--- config.mk ---
export PLATFORM = sky130hd
export DESIGN_NAME = arb2_preempt
export DESIGN_NICKNAME = d
export VERILOG_FILES = /design/src/rtl/arb_pkg.sv /design/src/rtl/arb_quantum_ctr.sv /design/src/rtl/arb_burst_guard.sv /design/src/rtl/arb_decide.sv /design/src/rtl/arb2_preempt.sv
export SDC_FILE = /design/constraint.sdc
export NUM_CORES = 1
export LEC_CHECK = 0
export BUFFER_PORTS_ARGS = -buffer_cell sky130_fd_sc_hd__buf_2
export CAP_MARGIN = 20
export CORE_UTILIZATION = 50
export CTS_CLUSTER_SIZE = 40
export DETAILED_ROUTE_END_ITERATION = 8
export PLACE_DENSITY = 0.8
export SYNTH_ARGS = -nofsm -noshare
export SYNTH_HDL_FRONTEND = slang
export SYNTH_HIERARCHICAL = 1
export SYNTH_SLANG_ARGS = --single-unit
--- constraint.sdc ---
create_clock -name clk -period 7.8 [get_ports clk]
set_clock_uncertainty 0.1 [all_clocks]
set_input_delay 1.56 -clock clk [delete_from_list [all_inputs] [get_ports clk]]
set_output_delay 1.56 -clock clk [all_outputs]
set_load 0.03 [all_outputs]
--- src/rtl/arb_pkg.sv ---
package arb_pkg;

    localparam int NM      = 2;
    localparam int EXP_W   = 4;
    localparam int BEAT_W  = 5;
    localparam int PRIO_W  = 2;
    localparam int CNT_W   = 16;
    localparam int CFG_W   = EXP_W + 1 + 2 + 1 + 1 + NM * PRIO_W;
    localparam logic [EXP_W-1:0] QEXP_HOLD = '1;
    localparam logic [PRIO_W-1:0] PRIO_HIGH = 2'b10;

    typedef enum logic [1:0] {
        SPLIT_ALL  = 2'b00,
        SPLIT_GT4  = 2'b01,
        SPLIT_GT8  = 2'b10,
        SPLIT_NONE = 2'b11
    } split_e;

    typedef struct packed {
        logic [PRIO_W-1:0] prio1;
        logic [PRIO_W-1:0] prio0;
        logic              park;
        logic              uniform;
        split_e            split;
        logic              by_xfer;
        logic [EXP_W-1:0]  qexp;
    } cfg_t;

    function automatic logic is_high(input logic [PRIO_W-1:0] p);
        return p == PRIO_HIGH;
    endfunction

    function automatic logic may_split(input split_e m, input logic [BEAT_W-1:0] beats);
        case (m)
            SPLIT_ALL: return 1'b1;
            SPLIT_GT4: return beats > BEAT_W'(4);
            SPLIT_GT8: return beats > BEAT_W'(8);
            default:   return 1'b0;
        endcase
    endfunction

    function automatic logic [CNT_W:0] slice_len(input logic [EXP_W-1:0] e);
        return (CNT_W+1)'(1) << e;
    endfunction

endpackage

--- src/rtl/arb_quantum_ctr.sv ---
module arb_quantum_ctr
    import arb_pkg::*;
(
    input  logic             clk,
    input  logic             rst,
    input  logic             restart,
    input  logic             tick,
    input  logic [EXP_W-1:0] qexp,
    output logic             expire
);
    logic [CNT_W-1:0] count_q;
    logic [CNT_W:0]   sum;

    always_comb begin
        sum    = {1'b0, count_q} + (CNT_W+1)'(tick);
        expire = (qexp != QEXP_HOLD) && (sum >= slice_len(qexp));
    end

    always_ff @(posedge clk) begin
        if (rst || restart)
            count_q <= '0;
        else if (count_q != '1)
            count_q <= sum[CNT_W-1:0];
    end


    ctr_step_chk: assert property (@(posedge clk) disable iff (rst)
        (!restart && tick && count_q != '1) |=> count_q == $past(count_q) + 1'b1);


    ctr_idle_chk: assert property (@(posedge clk) disable iff (rst)
        (!restart && !tick) |=> $stable(count_q));

endmodule

--- src/rtl/arb_burst_guard.sv ---
module arb_burst_guard
    import arb_pkg::*;
(
    input  split_e            split,
    input  logic [BEAT_W-1:0] beats,
    input  logic              more,
    output logic              locked
);
    always_comb locked = more && !may_split(split, beats);


    always_comb begin
        if (split == SPLIT_NONE)
            lock_none_chk: assert (locked == more);
    end
endmodule

--- src/rtl/arb_decide.sv ---
module arb_decide
    import arb_pkg::*;
(
    input  cfg_t          cfg,
    input  logic [NM-1:0] req,
    input  logic          owner,
    input  logic          expire,
    input  logic          locked,
    output logic          next_owner,
    output logic          arb_point
);
    logic [NM-1:0] hi;

    generate
        for (genvar i = 0; i < NM; i++) begin : g_lvl
            if (i == 0) begin : g_m0
                assign hi[i] = is_high(cfg.prio0);
            end else begin : g_m1
                assign hi[i] = is_high(cfg.prio1);
            end
        end
    endgenerate

    logic other, own_req, oth_req, owner_wins;

    always_comb begin
        other      = !owner;
        own_req    = req[owner];
        oth_req    = req[other];
        owner_wins = !cfg.uniform && hi[owner] && !hi[other];
        next_owner = owner;
        arb_point  = 1'b0;
        if (!locked) begin
            if (!own_req && oth_req) begin
                next_owner = other;
                arb_point  = 1'b1;
            end else if (!own_req && !oth_req) begin
                next_owner = cfg.park;
                arb_point  = (cfg.park != owner);
            end else if (own_req && oth_req && expire) begin
                arb_point  = 1'b1;
                next_owner = owner_wins ? owner : other;
            end
        end
    end
endmodule

--- src/rtl/arb2_preempt.sv ---
module arb2_preempt
    import arb_pkg::*;
(
    input  logic              clk,
    input  logic              rst,
    input  logic [NM-1:0]     req,
    input  logic [CFG_W-1:0]  cfg,
    input  logic [BEAT_W-1:0] burst_beats,
    input  logic              burst_more,
    input  logic              xfer_done,
    output logic [NM-1:0]     grant
);
    cfg_t c;
    logic owner, next_owner, arb_point, expire, locked, tick;
    logic [NM-1:0] grant_q;

    always_comb begin
        c     = cfg_t'(cfg);
        owner = grant_q[1];
        tick  = c.by_xfer ? xfer_done : 1'b1;
    end

    arb_quantum_ctr u_ctr (
        .clk(clk), .rst(rst), .restart(arb_point), .tick(tick),
        .qexp(c.qexp), .expire(expire)
    );

    arb_burst_guard u_guard (
        .split(c.split), .beats(burst_beats), .more(burst_more), .locked(locked)
    );

    arb_decide u_dec (
        .cfg(c), .req(req), .owner(owner), .expire(expire), .locked(locked),
        .next_owner(next_owner), .arb_point(arb_point)
    );

    always_ff @(posedge clk) begin
        if (rst)
            grant_q <= c.park ? 2'b10 : 2'b01;
        else if (arb_point)
            grant_q <= next_owner ? 2'b10 : 2'b01;
    end

    assign grant = grant_q;


    grant_onehot_chk: assert property (@(posedge clk) disable iff (rst)
        $countones(grant_q) == 1);


    burst_hold_chk: assert property (@(posedge clk) disable iff (rst)
        locked |=> $stable(grant_q));


    no_preempt_chk: assert property (@(posedge clk) disable iff (rst)
        (req[owner] && c.qexp == QEXP_HOLD) |=> $stable(grant_q));


    handoff_chk: assert property (@(posedge clk) disable iff (rst)
        (!locked && !req[owner] && req[!owner]) |=> grant_q != $past(grant_q));


    park_idle_chk: assert property (@(posedge clk) disable iff (rst)
        (req == 2'b00 && !locked) |=> grant_q == (2'b01 << $past(c.park)));


    prio_keep_chk: assert property (@(posedge clk) disable iff (rst)
        (!c.uniform && req == 2'b11 && is_high(owner ? c.prio1 : c.prio0)
         && !is_high(owner ? c.prio0 : c.prio1)) |=> $stable(grant_q));

endmodule

==> results.md <==
- Status: finished with violations
- Failing checks: design-rule violations
- CTS sink cnt: 18
- Core Box Area: 0.00283 sq mm
- Routed Antenna Nets: 0
- Cts hold-fix bufs: 0
- Fin crit period: 5.08 ns
- Compound-Gate Fraction of Synth Area: 0.154
- Post-synthesis cell type count: 43
- Asr flop ratio synth: 0
- XOR/XNOR Fraction of Synth Area: 0.0805
- Sequential Power Share: 0.504
- Fillers: 260
- Die height: 57.2 microns
- Most common flop cell mapped by yosys: dfxtp_1
- Initial core utilization: 0.539
- Adder-cell share of the synthesized area: 0.148
- Mux cell area share after synthesis: 0.0238
- WP data arrival: 5.20 ns
- CTS tree: done
- Post-CTS Setup Bufs: 0
- Number of detailed-route iterations in the first pass: 6
- Clk buf depth: 2
- Slew @ Worst Pin: 0.397 ns
- CTS buffer count: 3
- Diode count: 0
- Proportion of layout cells with a drive suffix above 1: 0.208
- Register area share after synthesis: 0.250
- Post-route DRC: 2
- Top-Level Pins: 26
- DR vias/cell: 5.54
- Gpl congestion: 0.805
- Final setup violating endpoints: 0
- Most frequent cells in the layout: buf_2, a21oi_1, ha_1
- Via count: 1369
- Nets: 259
- Die area: 0.00327 sq mm
- Avg Cell Area, Syn: 8.02 sq um
- Cts repair resizes: 0
- P per Cell Area: 117 mW/mm^2
- Max frequency: 197 MHz
- RSZ-0062 raised after global routing: false
- Int Pwr: 139 uW
- Period utilization: 0.651
- Crit path kind: in2reg
- Post-route setup TNS: 0 ns
- Combinational share of power: 0.257
- Synth area leaders: dfxtp_1, ha_1, a21oi_1
- Worst slew margin: 0.735
- Maxcap violations: 0
- Post-Syn Nets: 232
- First-pass GRT wire length: 5.80 mm
- Element type at the critical path end: flip-flop
- Multi-input combinational cell area: 0.00107 sq mm
- DRT iter0 DRCs: 36
- Top cell type by total area after synthesis: dfxtp_1
- Yosys Warn Count: 6
- NetSw: 60.0 uW
- Post-Route WL: 3.22 mm
- Root Buffer: clkbuf_4
- Max-slew violation count: 0
- Die width: 57.2 microns
- Clock network fraction of design power: 0.239
- Post-route setup slack: 2.72 ns
- Main combinational cell family by area after synthesis: simple AND/OR/NAND/NOR gates
- Seq cells post-synth: 18
- Grt ovf: 0
- Number of synthesized flops with an enable pin: 2
- Critical path launch point type: primary input
- Critical path required time: 7.92 ns
- I/O Buffers: 25
- Worst-path maximum fanout: 16
- Synth top area share: 0.210
- Worst vdd ir: 0.129 mV
- Layout Utilization: 0.602
- Worst skew pair latency: 0.29 ns
- Dpl hpwl: 2.65 mm
- HP Class: reg2reg
- Synth-to-layout area growth: 11.7%
- Reg area: 380 sq um
- Post-Syn Instances: 190
- Row cnt: 19
- H-tree depth: 1
- Initial antenna violation count: 0
- Number of global-route vias before repair: 1297
- Pleak: 0.000830 uW
- Clock transition at path regs: 0.09 ns
- GR Util All Layers: 0.229
- Largest net degree at the start of global routing: 17
- Switch share: 0.301
- Commonest non-fill, non-tap cell in the layout: buf_2
- Post-Synthesis Cell Area: 0.00152 sq mm
- Drt wl/cell: 13.1 microns
- Post-place setup slack: 2.40 ns
- Simple-gate share of the synthesized area: 0.296
- Final Hold Viols: 0
==> state kept, by name, summed over array words and instances, names as in the netlist <==
register       flops
grant              2
u_ctr/count_q     16
==> worst max-delay path, stage by stage <==
cell and delay (ns):
buf_2 0.08, nand2b_1 0.10, ha_1 0.21, ha_1 0.20
nand3_1 0.20, nor3_2 0.26, and3_1 0.21, xnor2_1 0.13
inv_1 0.06, ha_1 0.31, nand3_1 0.07, a21boi_0 0.09
o311ai_0 0.32, o211ai_1 0.19, mux2_2 0.30, nand2_1 0.08
a21oi_2 0.05, or2_2 0.44, o21bai_1 0.21, a31oi_1 0.13
==> synth_stat cells (2+ instances only) <==
cell and n:
o21ai_0 5, nor2_1 15, nand4_1 3, nand3_1 14
xor2_1 6, nand4_2 2, nor4_1 2, dfxtp_1 16
nor3_2 4, a21oi_1 23, nand2_1 16, xnor2_1 8
nand2b_1 2, and3_1 5, ha_1 18, a31oi_1 3
inv_1 16, edfxtp_1 2, nor2b_1 5, clkbuf_1 2
==> worst paths after layout <==
| kind | depth (start not counted) | slack (ns) | endpoint | startpoint |
|---|---|---|---|---|
| setup / recovery | 20 | 2.72 | u_ctr/count_q[14] | xfer_done |
| hold / removal | 1 | 0.42 | u_ctr/count_q[14] | u_ctr/count_q[14] |
| hold reg to reg | 1 | 0.42 | u_ctr/count_q[14] | u_ctr/count_q[14] |
| setup reg to reg | 18 | 3.77 | u_ctr/count_q[14] | u_ctr/count_q[0] |
==> kinds of logic (layout without fill, tap and decap cells) <==
logic type / after synthesis / count (layout)
and+or+nand+nor: 78 / 78
AOI/OAI and AO/OA: 40 / 40
buffers and inverters: 19 / 45
adders and majority gates: 18 / 18
DFF: 18 / 18
xor gates and xnor gates: 14 / 14
muxes: 3 / 3
==> area by class of cell <==
type | instances | share of cell area
multi-input cells | 153 | 0.629
repair buffers | 25 | 0.0735
flip-flops and latches | 18 | 0.224
inverters | 16 | 0.0353
well taps | 31 | 0.0228
clock buffers | 4 | 0.0154
==> power by group through the flow <==
stage	clock (uW)	sequential, uW	combinational, uW
final	47.6	100	51.2
after global routing	53.6	101	57.9
after CTS	48.7	100	51.2
after detailed placement	0	103	50.6
after global placement	0	102	49.6
after floorplan	0	105	31.0
==> per-stage QoR <==
stage,instance area (sq um),hold slack (ns),power (uW),cells
after floorplan,1520,0.370,136,190
after global placement,1680,0.392,152,243
after detailed placement,1680,0.409,153,243
after CTS,1700,0.420,200,247
after global routing,1700,0.461,213,247
final,1700,0.425,199,247
==> metal layers <==
metal | vias up | routed length (microns) | GRT usage | part of all wire
li1 | 722 | - | - | -
met1 | 614 | 1510 | 0.302 | 0.47
met2 | 31 | 1550 | 0.392 | 0.48
met3 | 2 | 146 | 0.0612 | 0.045
met4 | 0 | 14 | 0.0209 | 0.0043
met5 | - | 0 | 0 | 0
Power figures use the tool's default switching activity.
